File: src/rtl/tc_pkg.sv
package tc_pkg;
    localparam int ADDR_W      = 2;
    localparam int MODE_POS    = 0;
    localparam int CLR_POS_A   = 2;
    localparam int CLR_POS_B   = 3;

    typedef enum logic [ADDR_W-1:0] {
        REG_CMD  = 2'd0,
        REG_RATE = 2'd1,
        REG_VLO  = 2'd2,
        REG_VHI  = 2'd3
    } reg_addr_e;
endpackage

File: src/rtl/tc_regs.sv
module tc_regs import tc_pkg::*; #(
    parameter int DATA_W = 32,
    parameter int LAYOUT = 0
) (
    input  logic                clk,
    input  logic                rst_n,
    input  logic                wr_en,
    input  logic [ADDR_W-1:0]   wr_addr,
    input  logic [DATA_W-1:0]   wr_data,
    output logic                mode,
    output logic [DATA_W-1:0]   rate,
    output logic [DATA_W-1:0]   stage_lo,
    output logic                clr_pulse,
    output logic                commit_pulse,
    output logic [2*DATA_W-1:0] commit_val
);
    localparam int VALID_POS = DATA_W - 1;
    localparam logic [DATA_W-1:0] RATE_NOM = {1'b1, {(DATA_W-1){1'b0}}};

    typedef struct packed {
        logic              mode;
        logic [DATA_W-1:0] rate;
        logic [DATA_W-1:0] stage;
    } regs_t;

    regs_t st_d, st_q;
    logic  clr_bit;
    logic  cmd_ok;

    generate
        if (LAYOUT == 0) begin : g_clr_a
            assign clr_bit = wr_data[CLR_POS_A];
        end else begin : g_clr_b
            assign clr_bit = wr_data[CLR_POS_B];
        end
    endgenerate

    always_comb begin
        st_d   = st_q;
        cmd_ok = wr_en && (wr_addr == REG_CMD) && wr_data[VALID_POS];
        if (cmd_ok) begin
            st_d.mode = wr_data[MODE_POS];
        end
        if (wr_en && (wr_addr == REG_RATE)) begin
            st_d.rate = wr_data;
        end
        if (wr_en && (wr_addr == REG_VLO)) begin
            st_d.stage = wr_data;
        end
    end

    always_ff @(posedge clk) begin
        if (!rst_n) begin
            st_q.mode  <= 1'b0;
            st_q.rate  <= RATE_NOM;
            st_q.stage <= '0;
        end else begin
            st_q <= st_d;
        end
    end

    assign mode         = st_q.mode;
    assign rate         = st_q.rate;
    assign stage_lo     = st_q.stage;
    assign clr_pulse    = cmd_ok && clr_bit;
    assign commit_pulse = wr_en && (wr_addr == REG_VHI);
    assign commit_val   = {wr_data, st_q.stage};
endmodule

File: src/rtl/tc_rate_acc.sv
module tc_rate_acc #(
    parameter int DATA_W = 32
) (
    input  logic              clk,
    input  logic              rst_n,
    input  logic              clr,
    input  logic [DATA_W-1:0] rate,
    output logic [1:0]        step
);
    localparam int FRAC_W = DATA_W - 1;

    typedef struct packed {
        logic [FRAC_W-1:0] acc;
    } acc_t;

    acc_t              st_d, st_q;
    logic [DATA_W-1:0] frac_sum;

    always_comb begin
        frac_sum = {1'b0, st_q.acc} + {1'b0, rate[FRAC_W-1:0]};
        step     = {1'b0, rate[DATA_W-1]} + {1'b0, frac_sum[DATA_W-1]};
        st_d.acc = clr ? '0 : frac_sum[FRAC_W-1:0];
    end

    always_ff @(posedge clk) begin
        if (!rst_n) begin
            st_q.acc <= '0;
        end else begin
            st_q <= st_d;
        end
    end
endmodule

File: src/rtl/tc_counter.sv
module tc_counter #(
    parameter int TIME_W = 64
) (
    input  logic              clk,
    input  logic              rst_n,
    input  logic              clr,
    input  logic              commit,
    input  logic              add_mode,
    input  logic [TIME_W-1:0] value,
    input  logic [1:0]        step,
    output logic [TIME_W-1:0] count
);
    typedef struct packed {
        logic [TIME_W-1:0] cnt;
    } cnt_t;

    cnt_t              st_d, st_q;
    logic [TIME_W-1:0] advanced;

    always_comb begin
        advanced = st_q.cnt + {{(TIME_W-2){1'b0}}, step};
        st_d     = st_q;
        if (clr) begin
            st_d.cnt = '0;
        end else if (commit) begin
            st_d.cnt = add_mode ? (advanced + value) : value;
        end else begin
            st_d.cnt = advanced;
        end
    end

    always_ff @(posedge clk) begin
        if (!rst_n) begin
            st_q.cnt <= '0;
        end else begin
            st_q <= st_d;
        end
    end

    assign count = st_q.cnt;
endmodule

File: src/rtl/tc_readback.sv
module tc_readback import tc_pkg::*; #(
    parameter int DATA_W = 32
) (
    input  logic                clk,
    input  logic                rst_n,
    input  logic                rd_en,
    input  logic [ADDR_W-1:0]   rd_addr,
    input  logic [2*DATA_W-1:0] count,
    input  logic                mode,
    input  logic [DATA_W-1:0]   rate,
    output logic [DATA_W-1:0]   rd_data
);
    typedef struct packed {
        logic [DATA_W-1:0] snap_hi;
        logic [DATA_W-1:0] rdata;
    } rb_t;

    rb_t st_d, st_q;

    always_comb begin
        st_d = st_q;
        if (rd_en) begin
            unique case (rd_addr)
                REG_CMD:  st_d.rdata = {{(DATA_W-1){1'b0}}, mode};
                REG_RATE: st_d.rdata = rate;
                REG_VLO: begin
                    st_d.rdata   = count[DATA_W-1:0];
                    st_d.snap_hi = count[2*DATA_W-1:DATA_W];
                end
                default:  st_d.rdata = st_q.snap_hi;
            endcase
        end
    end

    always_ff @(posedge clk) begin
        if (!rst_n) begin
            st_q <= '0;
        end else begin
            st_q <= st_d;
        end
    end

    assign rd_data = st_q.rdata;
endmodule

File: src/rtl/ptp_tick_counter.sv
module ptp_tick_counter import tc_pkg::*; #(
    parameter int DATA_W = 32,
    parameter int LAYOUT = 0
) (
    input  logic                clk,
    input  logic                rst_n,
    input  logic                wr_en,
    input  logic [ADDR_W-1:0]   wr_addr,
    input  logic [DATA_W-1:0]   wr_data,
    input  logic                rd_en,
    input  logic [ADDR_W-1:0]   rd_addr,
    output logic [DATA_W-1:0]   rd_data,
    output logic [2*DATA_W-1:0] time_now
);
    localparam int TIME_W  = 2 * DATA_W;
    localparam int CLR_POS = (LAYOUT == 0) ? CLR_POS_A : CLR_POS_B;

    logic              mode_w;
    logic [DATA_W-1:0] rate_w;
    logic [DATA_W-1:0] stage_w;
    logic              clr_w;
    logic              commit_w;
    logic [TIME_W-1:0] commit_val_w;
    logic [1:0]        step_w;

    tc_regs #(.DATA_W(DATA_W), .LAYOUT(LAYOUT)) u_regs (
        .clk          (clk),
        .rst_n        (rst_n),
        .wr_en        (wr_en),
        .wr_addr      (wr_addr),
        .wr_data      (wr_data),
        .mode         (mode_w),
        .rate         (rate_w),
        .stage_lo     (stage_w),
        .clr_pulse    (clr_w),
        .commit_pulse (commit_w),
        .commit_val   (commit_val_w)
    );

    tc_rate_acc #(.DATA_W(DATA_W)) u_acc (
        .clk   (clk),
        .rst_n (rst_n),
        .clr   (clr_w),
        .rate  (rate_w),
        .step  (step_w)
    );

    tc_counter #(.TIME_W(TIME_W)) u_cnt (
        .clk      (clk),
        .rst_n    (rst_n),
        .clr      (clr_w),
        .commit   (commit_w),
        .add_mode (mode_w),
        .value    (commit_val_w),
        .step     (step_w),
        .count    (time_now)
    );

    tc_readback #(.DATA_W(DATA_W)) u_rb (
        .clk     (clk),
        .rst_n   (rst_n),
        .rd_en   (rd_en),
        .rd_addr (rd_addr),
        .count   (time_now),
        .mode    (mode_w),
        .rate    (rate_w),
        .rd_data (rd_data)
    );
endmodule

File: config.mk
export PLATFORM = sky130hd
export DESIGN_NAME = ptp_tick_counter
export DESIGN_NICKNAME = d
export VERILOG_FILES = /design/src/rtl/tc_pkg.sv /design/src/rtl/tc_regs.sv /design/src/rtl/tc_rate_acc.sv /design/src/rtl/tc_counter.sv /design/src/rtl/tc_readback.sv /design/src/rtl/ptp_tick_counter.sv
export SDC_FILE = /design/constraint.sdc
export NUM_CORES = 1
export LEC_CHECK = 0
export ABC_AREA = 0
export BUFFER_PORTS_ARGS = -buffer_cell sky130_fd_sc_hd__buf_2
export CORE_MARGIN = 3
export CORE_UTILIZATION = 55
export DETAILED_ROUTE_END_ITERATION = 7
export PLACE_DENSITY = 0.75
export SLEW_MARGIN = 20
export SYNTH_ARGS = -nofsm -noshare
export SYNTH_HDL_FRONTEND = slang
export SYNTH_SLANG_ARGS = --single-unit
File: constraint.sdc
create_clock -name clk -period 7.1 [get_ports clk]
set_input_delay 0.355 -clock clk [delete_from_list [all_inputs] [get_ports clk]]
set_output_delay 0.355 -clock clk [all_outputs]
set_load 0.1 [all_outputs]
# ---- Word level (Yosys, flattened, before mapping)
# Index checks and enable logic that the tools add are counted.
dict set report totals {
  out_inout_bits 96
  regBits 224
  elab_cells 30
}
dict set report classes {
  muxes 3
  eq_ne 5
  add_sub_neg 4
  n_reduce_logical 10
  bitwise_logic 1
}
# operator count
set op_table {}
lappend op_table {{$mux W64} 2}
lappend op_table {{$pmux W32 S3} 1}
lappend op_table {{$add A64 B2 Y64} 1}
lappend op_table {{$add A64 B64 Y64} 1}
lappend op_table {{$add A31 B31 Y32} 1}
lappend op_table {{$eq A2 B2 Y1 const B} 3}
lappend op_table {{$logic_and A1 B1 Y1} 6}
lappend op_table {{$eq A2 B1 Y1 const B} 2}
lappend op_table {{$logic_not A2 Y1} 2}
lappend op_table {{$add A1 B1 Y2} 1}
lappend op_table {{$reduce_and A2 Y1} 1}
lappend op_table {{$reduce_or A2 Y1} 1}
lappend op_table {{$not A1 Y1} 1}

# ---- Longest topological paths before layout
# Gate-level depths: netlist (run 1).
dict set report logic_depth {
  depth_word 6
  mapped_depth 33
  ltp_nobuf 31
}

# ---- Hierarchy
# From an unflattened synthesis (run 1), not the netlist that was laid out.
dict set report unflattened {
  cells_unflattened 2044
  hier_area_um2 16580.9
}
# module area_per_inst_um2 seq_area_each_um2 cells_per_inst n_inst
set by_module_without_submodules {}
lappend by_module_without_submodules {tc_counter 7845.0 1281.2 1051 1}
lappend by_module_without_submodules {tc_readback 3131.8 1281.2 354 1}
lappend by_module_without_submodules {tc_regs 2992.9 1301.2 315 1}
lappend by_module_without_submodules {tc_rate_acc 2611.3 620.6 324 1}

# ---- Least setup slack after synthesis (run 1)
# Ideal clock, no wire load.
dict set report synth_path {
  path_type {reg2reg}
  start {register u_regs.rate[5] (netlist name)}
  end {register u_cnt.st_q, in the netlist u_cnt.count[61]}
  setup_ns 0.079
  arrival_time_ns 6.461
  path_stages_with_launch 31
  period_less_slack_ns 6.540
  path_buffers 1
  path_slack_ns 0.560
  cell_sequence {dfxtp_1 ha_1 nand3_1 o31ai_1 nand2_1 o22ai_1 a211oi_1 a21oi_1 nor3_1 nor3_1 a211oi_1 fa_1 inv_1 ha_1 and3_1 clkbuf_1 nand3_1 nor3_1 nand3_1 xnor2_1 ha_1 and3_1 nand4_1 nand2b_1 nor4_1 o21ai_0 and3b_1 o31a_1 nor3b_1 mux2_2 a211oi_2}
}
dict set report synth_between {
  elab_chain_len 6
}
# item line
set synth_lines {}
lappend synth_lines {{$add A31 B31 Y32 *} tc_rate_acc.sv:20} ;# frac_sum = {1'b0, st_q.acc} + {1'b0, rate[FRAC_W-1:0]};
lappend synth_lines {{$add A1 B1 Y2 *} tc_rate_acc.sv:21} ;# step = {1'b0, rate[DATA_W-1]} + {1'b0, frac_sum[DATA_W-1]};
lappend synth_lines {{$add A64 B2 Y64 *} tc_counter.sv:21} ;# advanced = st_q.cnt + {{(TIME_W-2){1'b0}}, step};
lappend synth_lines {{$add A64 B64 Y64} tc_counter.sv:26} ;# st_d.cnt = add_mode ? (advanced + value) : value;
lappend synth_lines {{$mux W64} tc_counter.sv:26}
lappend synth_lines {{$mux W64 *} tc_counter.sv:25} ;# end else if (commit) begin
lappend synth_lines {{to (signal assigned)} tc_counter.sv:36} ;# st_q <= st_d;
lappend synth_lines {{to (decl)} tc_counter.sv:17} ;# cnt_t st_d, st_q;
# Mark *: on every way between the ends. The rest lies on a longest branch, timed or not.
# A chain may end at the register's enable or synchronous reset.

# ---- Worst setup path in the final report (run 1)
dict set report layout_path {
  start {register u_regs.rate[5] (netlist name)}
  end {register u_cnt.st_q, in the netlist u_cnt.count[61]}
}
dict set report layout_between {
  elab_chain_len 6
}
# item line
set layout_lines {}
lappend layout_lines {{$add A31 B31 Y32 *} tc_rate_acc.sv:20}
lappend layout_lines {{$add A1 B1 Y2 *} tc_rate_acc.sv:21}
lappend layout_lines {{$add A64 B2 Y64 *} tc_counter.sv:21}
lappend layout_lines {{$add A64 B64 Y64} tc_counter.sv:26}
lappend layout_lines {{$mux W64} tc_counter.sv:26}
lappend layout_lines {{$mux W64 *} tc_counter.sv:25}
# Marks and branches as above.

==> results of run 1 <==
## worst register-to-register path: cells and delay by family (launching register included)
family                     cells  cell delay, ns
xor gates and xnor gates       1            0.16
buffers and inverters          2            0.26
DFF                            1            0.33
muxes                          1            0.36
AOI/OAI and AO/OA             10            2.12
adders and majority gates      4            1.17
and+or+nand+nor               13            2.36
## state kept, by name, indices dropped and copies added, names as in the netlist
| register | cells |
|---|---|
| u_acc.st_q | 31 |
| u_cnt.count | 64 |
| u_rb.rd_data | 32 |
| u_rb.st_q | 32 |
| u_regs.mode | 1 |
| u_regs.rate | 32 |
| u_regs.stage_lo | 32 |
## layout make-up
class                   count  area share
clock buffers              36     0.04288
clock inverters            11    0.007099
inverters                  28    0.006024
multi-input cells        1591      0.5997
flip-flops and latches    224      0.2572
well taps                 378     0.02711
repair buffers            184     0.05995
## worst max path at each step
stage	startpoint	end	slack, ns
final	u_regs.rate[5]	u_cnt.count[61]	0.24
after global routing	u_regs.rate[5]	u_cnt.count[58]	-0.08
after CTS	u_regs.rate[5]	u_cnt.count[61]	-0.01
after detailed placement	u_regs.rate[5]	u_cnt.count[58]	-0.05
after global placement	u_regs.rate[5]	u_cnt.count[58]	0.20
after floorplan	u_regs.rate[5]	u_cnt.count[61]	0.56
## synthesized netlist by cell type (9+ instances only)
library cell  instances
a21o_1               45
nand4_1              30
mux2_2               20
nor3b_1              24
a21oi_1             129
buf_1                14
nor2b_1              23
o21bai_1             14
and3_1               27
xnor2_1              78
mux2i_1              41
a21boi_0             97
nand3_1              51
buf_2                 9
a211oi_1             38
or3_1                13
ha_1                 95
buf_4                32
o21ai_0              88
nand2b_1             14
inv_1                28
nand2_1             309
clkbuf_1             99
o211ai_1             12
a31oi_1              16
xor2_1               53
o31ai_1              10
a221oi_1             35
dfxtp_1             224
nor2_1              165
o21a_1               10
nor3_1               33
and2_1               17
## stage by stage
| stage | TNS (ns) | total power [mW] | hold WS [ns] |
|---|---|---|---|
| 6_report | 0 | 3.451 | 0.1418 |
| 5_1_grt | -0.1828 | 3.547 | 0.1326 |
| 4_1_cts | -0.009820 | 3.444 | 0.1169 |
| 3_5_place_dp | -0.05095 | 2.075 | 0.4577 |
| 3_3_place_gp | 0 | 2.069 | 0.4521 |
| 2_1_floorplan | 0 | 1.889 | 0.4400 |
## layout by cell type (no fill, tap or decap), drive strengths merged, types with 6 or more instances in the layout
cell and instances:
a21boi 97, nand4 31, clkinv 8, or3 13
o21a 10, and3 27, o21bai 14, mux2 20
dfxtp 224, nor4 9, nor3 35, o21ai 94
o211ai 12, xnor2 79, nor2b 23, xor2 53
a31oi 16, a41oi 6, and2 17, nand2b 14
clkbuf 36, a211oi 39, a21o 45, inv 29
nand2 312, nor2 167, a221oi 35, a21oi 129
nand3 51, nor3b 25, or2 6, mux2i 41
ha 95, o31ai 12, buf 184
## timing repair
action | in CTS | in global routing
hold buffers | 0 | 0
pin swaps | 0 | 2
gates resized for setup | 3 | 22
setup endpoints to repair | 2 | 34
## per-layer routing
metal / up-vias / track usage / share of wire
li1: 7221 / - / -
met1: 7310 / 0.4601 / 0.41
met2: 784 / 0.5583 / 0.44
met3: 172 / 0.07077 / 0.099
met4: 2 / 0.1456 / 0.052
met5: - / 0 / 0.00023
## kinds of logic (layout without fill, tap and decap cells)
logic type | after synthesis | after routing | synth area share
XOR/XNOR | 132 | 132 | 0.07448
buffers and inverters | 182 | 259 | 0.05213
AND/OR/NAND/NOR | 750 | 750 | 0.2266
flip-flops | 224 | 224 | 0.2870
adder cells (fa/ha/maj) | 98 | 98 | 0.07992
multiplexers | 62 | 62 | 0.04212
AO/OA/AOI/OAI | 549 | 549 | 0.2377
## where the power goes
part / switching (mW) / leakage, nW / internal (mW)
clock network: 0.574 / 0.436 / 0.810
logic: 0.501 / 5.00 / 0.197
registers: 0.0635 / 1.82 / 1.30
==> run metrics, run 1 <==
result of the run finished clean; yosys warns 0; final net count 2,193; biggest area contributors in the synthesized netlist dfxtp_1 29%, ha_1 7.6%, nand2_1 7.4%; final number of hold-violating endpoints 0; asr flop ratio synth 0; pin count of the biggest net entering global routing 84; number of violations of the max-capacitance limit 0; routed length per instance 22.67 um; Reg2Reg Capture Point u_cnt.count[61]; design area 17,450 um^2; number of setup buffers added after CTS 0; fraction of final layout cells sized beyond drive strength 1 0.1495; power density normalized to cell area 197.8 nW/um^2; number of unique standard cell types used by synthesis 77; end of the worst hold path u_regs.rate[30]; Die Y 174.5 um; input/output buffers 135; number of filler instances in the final layout 2,545; number of diodes added for antenna fixing 0; buffers from clock root to sink, at most 3; placed cell areas 16,460 um^2; post-synth top area share 0.2870; Final WS setup 0.2410 ns; utilization after layout 0.6263; worst path required time 7.56 ns; remaining global-route overflow 0; cell count of the worst hold path 3; average instance area after synthesis 7.824 um^2; count of buffering cells on the critical path with inverters included 2; clock-pin transition on the worst setup and hold timing paths 0.06 ns; library cell with the largest summed area after synthesis dfxtp_1; Final Setup Violations 0; clock sinks 224; Total Die Area 30,470 um^2; overall routing resource usage 0.3488; drt total wl 55,580 um; EDFF count, synth 0; final RePlAce weighted congestion 0.9766; worst reg2reg path depth 31; type of element capturing the critical path register; CP max FO 7; Static Leak 7.253 nW; Detail Route Antenna Nets 0; beginning of the worst hold path wr_data[30]; Synthesized Nets 2,135; level count of the clock H-tree 1; max_slew headroom 0.2297; path class of the lowest-slack min-delay path in2reg; cell at the slowest stage of the critical path o31a_1; Yosys reg bits 224; origin of the critical flop-to-flop path u_regs.rate[5]; Std-Cell Core Area 27,860 um^2; vias in the first global route 14,313; signed area change from the synthesized netlist to the final layout 11.68%; type of the worst setup path reg2reg; post-synthesis sequential area ratio 0.2870; Final Max Tran Viols 0; synthesized area 15,620 um^2; Gate Count Post-Synth 1,997; IR drop worst, VDD 0.2117 mV; io pins 136; most used flip-flop cell after synthesis dfxtp_1; count of cell instances traversed by the critical path 31; register cell area after layout 4488 um^2; Horiz. Die Dim 174.5 um; DPL Wire Length 41,290 um; delay contributed by the slowest stage of the critical path 0.38 ns; Achievable Freq 145.8 MHz; cell family with the largest share of critical-path delay simple AND/OR/NAND/NOR gates; number of detailed-route iterations in the first pass 5; final worst path period need 6.859 ns; worst path arrival time 7.32 ns; DRT iter0 DRCs 1,639; total area of multi-input combinational cells 10,460 um^2; post-route insts no fill 2,452; Worst-Margin Slew 1.154 ns; final worst-path cycle share 0.9661; clock latency reported for the late side of the worst-skew pair 0.55 ns; crit start category register; total number of vias 15,489; slack of the worst reg-to-reg path 0.24 ns; total DRC errors in the routed layout 0; number of CTS-inserted buffers 26; clock tree from TritonCTS built; starting utilization of the core area 0.5608; setup clock skew after layout 0.01274 ns; total instance count after detailed placement 2,405; CTS Root Cell clkbuf_16; Setup WS pre-CTS -0.05095 ns; Via density 6.317; initial antenna violation count 2; wire length of the first global-routing pass 83,730 um; Cell Rows 61
No activity file was read; power rests on OpenSTA's default activity.
==> inputs of run 2 (changes only) <==
- PLACE_DENSITY: 0.75 -> 0.71
==> run metrics, run 2 (same netlist as run 1, synthesis figures left out) <==
clock network power share 0.399 (-0.002); total number of vias 15,369 (-0.77%); clock tree from TritonCTS built; Hold-fix buffers, CTS 0 (unchanged); type of element capturing the critical path register; pin count of the biggest net entering global routing 133 (+58%); number of flip-flops in the largest register 64 (unchanged); type of the worst setup path reg2reg; Static Leak 7.250 nW (about the same); post-route insts no fill 2,458 (+0.24%); most frequent cell on the critical path a211oi_2; remaining global-route overflow 0 (unchanged); cell at the slowest stage of the critical path dfxtp_1; Final WS setup 0.2243 ns (-0.01669 ns); CTS Root Cell clkbuf_16; final worst-path cycle share 0.9684 (+0.002350); Via density 6.253 (-1.0%); utilization after layout 0.6289 (+0.002560); Die Y 174.5 um (unchanged); capture point of the worst path u_cnt.count[61]; Cell Rows 61 (unchanged); DRT iter0 DRCs 1,529 (-6.7%); level count of the clock H-tree 1 (unchanged); origin of the critical flop-to-flop path u_regs.rate[5]; final worst path period need 6.876 ns (+0.01669 ns); number of violations of the max-capacitance limit 0 (unchanged); power density normalized to cell area 196.5 nW/um^2 (-0.64%); final number of hold-violating endpoints 0 (unchanged); worst reg2reg path depth 30 (-3.2%); CP max FO 7 (unchanged); cell count of the worst hold path 3 (unchanged); cell internal power dissipation 2.315 mW (+0.14%); Reg2Reg Capture Point u_cnt.count[61]; switching share of power 0.3275 (-0.002492); crit start category register; routed length per instance 22.72 um (+0.22%); Seq pwr share 0.398 (+0.002); setup clock skew after layout 0.008509 ns (-0.004232 ns); most common library cell in the layout ignoring fill and taps nand2_1; path class of the lowest-slack min-delay path in2reg; Worst-Margin Slew 1.167 ns (+0.01315 ns); io pins 136 (unchanged); most used cells in the layout excluding fill and tap cells 306 x nand2_1, 223 x dfxtp_1, 161 x nor2_1; Detail Route Antenna Nets 0 (unchanged); number of diodes added for antenna fixing 0 (unchanged); drt total wl 55,840 um (+0.47%); Final Max Tran Viols 0 (unchanged); Tot Pwr 3.443 mW (-0.23%); Std-Cell Core Area 27,860 um^2 (unchanged); worst path required time 7.56 ns (about the same); clock latency reported for the late side of the worst-skew pair 0.54 ns (about the same); number of detailed-route iterations in the first pass 5 (unchanged); final RePlAce weighted congestion 0.9729 (-0.38%); total DRC errors in the routed layout 0 (unchanged); buffers from clock root to sink, at most 3 (unchanged); number of CTS-inserted buffers 26 (unchanged); Total Die Area 30,470 um^2 (unchanged); total instance count after detailed placement 2,410 (+0.21%); Horiz. Die Dim 174.5 um (unchanged); starting utilization of the core area 0.5608 (unchanged); delay contributed by the slowest stage of the critical path 0.40 ns (+0.02 ns); combinational power share 0.203 (about the same); Post-Route Setup TNS 0 ns (unchanged); wire length of the first global-routing pass 84,460 um (+0.87%); initial antenna violation count 0 (-2); IR drop worst, VDD 0.1693 mV (-20%); slack of the worst reg-to-reg path 0.22 ns (-0.02 ns); Final Setup Violations 0 (unchanged); DPL Wire Length 41,760 um (+1.1%); Setup WS pre-CTS -0.08555 ns (-0.03460 ns); overall routing resource usage 0.3524 (+0.003544); vias in the first global route 14,223 (-0.63%); final net count 2,202 (+0.41%); net switching power figure 1.128 mW (-0.98%); Achievable Freq 145.4 MHz (-0.24%); input/output buffers 135 (unchanged); max_slew headroom 0.2209 (-0.008773); fraction of final layout cells sized beyond drive strength 1 0.1524 (+0.002934); worst path arrival time 7.33 ns (about the same); signed area change from the synthesized netlist to the final layout 12.13%; launching element of the worst setup path u_regs.rate[5]; clock-pin transition on the worst setup and hold timing paths 0.06 ns (about the same); result of the run finished clean; clock sinks 224 (unchanged)
==> run 2: changes by cell type in the layout (fill, tap and decap cells not counted), moves of 3 or more <==
| cell | change |
|---|---|
| clkinvlp_4 | +4 |
| clkbuf_8 | -3 |
| ha_2 | +3 |
| buf_4 | +8 |
| clkinv_2 | -4 |
| ha_1 | -5 |
==> run 2: final cells by class <==
cell class | count | area, um^2
fillers | 2498 | 10340
multi-input cells | 1591 | 10480
clock buffers | 34 | 710.7
well taps | 378 | 473.0
inverters | 28 | 105.1
clock inverters | 10 | 146.4
repair buffers | 193 | 1117
flip-flops and latches | 224 | 4488
==> run 2: worst min path at each step <==
stage,startpoint,endpoint,slack [ns]
after floorplan,u_rb.st_q[34],u_rb.st_q[34],0.44
after global placement,u_rb.st_q[62],u_rb.st_q[62],0.45
after detailed placement,u_rb.st_q[62],u_rb.st_q[62],0.46
after CTS,wr_data[24],u_regs.stage_lo[24],0.14
after global routing,wr_data[14],u_regs.rate[14],0.16
final,wr_data[30],u_regs.rate[30],0.15
==> run 2: what timing repair did <==
action | 4_1_cts | 5_1_grt
buffers inserted | 0 | 4
endpoints found under the setup margin | 3 | 27
resized for setup | 3 | 23
pin swaps | 0 | 5
==> run 2: stage by stage <==
stage	hold WS, ns	instance area [um^2]
final	0.1526	17520
after CTS	0.1361	17370
after global routing	0.1599	17520
after global placement	0.4498	16500
after floorplan	0.4400	15620
after detailed placement	0.4576	16500
==> run 2: power by group through the flow <==
stage / Combinational [mW] / Sequential (mW) / Clock (mW)
final: 0.700 / 1.37 / 1.37
after global placement: 0.680 / 1.39 / 0
after CTS: 0.685 / 1.37 / 1.37
after detailed placement: 0.683 / 1.39 / 0
after floorplan: 0.395 / 1.49 / 0
after global routing: 0.744 / 1.37 / 1.42
==> run 2: worst max-delay path: cells and delay by family (launching register included) <==
family	cells	cell delay [ns]
buffers and inverters	2	0.32
AO/OA/AOI/OAI	10	2.14
adder cells (fa/ha/maj)	3	0.82
AND/OR/NAND/NOR	13	2.58
XOR/XNOR	1	0.15
flip-flops	1	0.40
multiplexers	1	0.35
==> run 2: routing by layer <==
layer  vias up  global-route usage  routed length, um
met3       100             0.06946               5055
li1       7238                   -                  -
met2       698              0.5678              25000
met5         -                   0                  0
met1      7333              0.4846              24160
met4         0             0.09275               1621
==> inputs of run 3 (changes only) <==
==> constraint.sdc (replaced) <==
create_clock -name clk -period 7.1 [get_ports clk]
set_input_delay 1.42 -clock clk [delete_from_list [all_inputs] [get_ports clk]]
set_output_delay 1.42 -clock clk [all_outputs]
set_load 0.1 [all_outputs]
==> run metrics, run 3 (same netlist as run 1, synthesis figures left out) <==
Horiz. Die Dim 174.5 um (unchanged); DPL Wire Length 42,110 um (+0.83%); level count of the clock H-tree 1 (unchanged); vias in the first global route 14,413 (+1.3%); number of diodes added for antenna fixing 0 (unchanged); final number of hold-violating endpoints 0 (unchanged); total DRC errors in the routed layout 0 (unchanged); initial antenna violation count 0 (unchanged); Detail Route Antenna Nets 0 (unchanged); total instance count after detailed placement 2,411 (+0.041%); clock latency reported for the late side of the worst-skew pair 0.55 ns (about the same); result of the run finished clean; post-route insts no fill 2,459 (+0.041%); total area of multi-input combinational cells 10,500 um^2 (+0.16%); Setup WS pre-CTS -0.01882 ns (+0.06673 ns); Tot Pwr 3.499 mW (+1.6%); final worst path period need 6.850 ns (-0.02554 ns); crit start category register; Hold-fix buffers, CTS 0 (unchanged); unrepaired setup endpoints after global routing yes; fraction of final layout cells sized beyond drive strength 1 0.1543 (+0.001849); buffers from clock root to sink, at most 3 (unchanged); type of the worst setup path reg2reg; pin count of the biggest net entering global routing 132 (-0.75%); Via density 6.277 (+0.39%); Post-Route Setup TNS 0 ns (unchanged); input/output buffers 135 (unchanged); utilization after layout 0.6301 (+0.001213); clock sinks 224 (unchanged); max_slew headroom 0.2554 (+0.03443); Final WS setup 0.2499 ns (+0.02554 ns); final net count 2,199 (-0.14%); total number of vias 15,435 (+0.43%); io pins 136 (unchanged); final worst-path cycle share 0.9648 (-0.003598); Worst-Margin Slew 1.117 ns (-0.05035 ns); number of CTS-inserted buffers 26 (unchanged); most used cells in the layout excluding fill and tap cells 307 x nand2_1, 223 x dfxtp_1, 161 x nor2_1; DRT iter0 DRCs 1,490 (-2.6%); most common library cell in the layout ignoring fill and taps nand2_1; type of element capturing the critical path register; final RePlAce weighted congestion 0.9937 (+2.1%); IR drop worst, VDD 0.1810 mV (+6.9%); number of flip-flops in the largest register 64 (unchanged); Final Setup Violations 0 (unchanged); power density normalized to cell area 199.3 nW/um^2 (+1.4%); Die Y 174.5 um (unchanged); cell at the slowest stage of the critical path fa_1; setup clock skew after layout 0.02074 ns (+0.01223 ns); signed area change from the synthesized netlist to the final layout 12.35%; number of detailed-route iterations in the first pass 5 (unchanged); path class of the lowest-slack min-delay path reg2reg; clock tree from TritonCTS built; wire length of the first global-routing pass 85,010 um (+0.65%); number of violations of the max-capacitance limit 0 (unchanged); worst path required time 7.56 ns (about the same); clock-pin transition on the worst setup and hold timing paths 0.07 ns (about the same); number of filler instances in the final layout 2,515 (+0.68%); Total Die Area 30,470 um^2 (unchanged); worst path arrival time 7.31 ns (-0.02 ns); drt total wl 56,200 um (+0.64%); remaining global-route overflow 0 (unchanged); delay contributed by the slowest stage of the critical path 0.43 ns (+0.03 ns); Static Leak 7.248 nW (about the same); Std-Cell Core Area 27,860 um^2 (unchanged); Final Max Tran Viols 0 (unchanged); overall routing resource usage 0.3540 (+0.001682); starting utilization of the core area 0.5608 (unchanged); routed length per instance 22.85 um (+0.60%); CP max FO 9 (+2); Cell Rows 61 (unchanged); Achievable Freq 146.0 MHz (+0.37%); register cell area after layout 4488 um^2 (unchanged); CTS Root Cell clkbuf_16; most frequent cell on the critical path a211oi_2
## run 3: changes by cell type in the layout (fill, tap and decap cells not counted), moves of 2 or more
cell | before | now
buf_4 | 58 | 56
clkbuf_8 | 3 | 5
clkinv_4 | 0 | 2
clkinvlp_4 | 4 | 2
nor4_1 | 7 | 5
nor4_2 | 2 | 4
o21ai_0 | 88 | 86
o21ai_1 | 6 | 8
## run 3: area by class of cell
type | instances | area share
multi-input cells | 1591 | 0.5979
well taps | 378 | 0.02694
clock inverters | 12 | 0.009267
inverters | 28 | 0.005988
repair buffers | 190 | 0.06216
clock buffers | 36 | 0.04206
flip-flops and latches | 224 | 0.2557
## run 3: per-layer routing
metal,share of wire,vias up,GRT usage
met1,0.43,7285,0.5009
met2,0.44,763,0.5518
met3,0.091,138,0.04806
met5,0,-,0
met4,0.040,0,0.1307
li1,-,7249,-
## run 3: path summary, 6_finish.rpt
check                       from              end  slack, ns  depth (start not counted)
setup / recovery  u_regs.rate[6]  u_cnt.count[61]       0.25                         29
hold / removal     u_rb.st_q[62]    u_rb.st_q[62]       0.47                          2
setup reg to reg  u_regs.rate[6]  u_cnt.count[61]       0.25                         29
hold reg to reg    u_rb.st_q[62]    u_rb.st_q[62]       0.47                          2
## run 3: metrics by stage
step | instance area [um^2] | hold slack, ns
after floorplan | 15620 | 0.4400
after global placement | 16510 | 0.4498
after detailed placement | 16510 | 0.4581
after CTS | 17410 | 0.4670
after global routing | 17550 | 0.4944
final | 17550 | 0.4696
## run 3: repair_timing
action / in CTS / in global routing
endpoints found under the setup margin: 2 / 33
gates cloned: 0 / 0
setup buffers: 0 / 0
pin swaps: 0 / 3
gates resized for setup: 1 / 30
## run 3: power breakdown
group	total [mW]	switching, mW	internal (mW)
registers	1.37	0.0666	1.30
clock network	1.43	0.588	0.841
logic	0.700	0.500	0.200
## run 3: critical path: cells and delay by family, from the launching register on
kind | cells | cell delay [ns]
xor+xnor | 1 | 0.19
flops | 1 | 0.33
buf+inv | 1 | 0.22
compound gates | 9 | 1.71
fa+ha+maj | 3 | 1.22
simple gates | 14 | 2.69
mux | 1 | 0.37
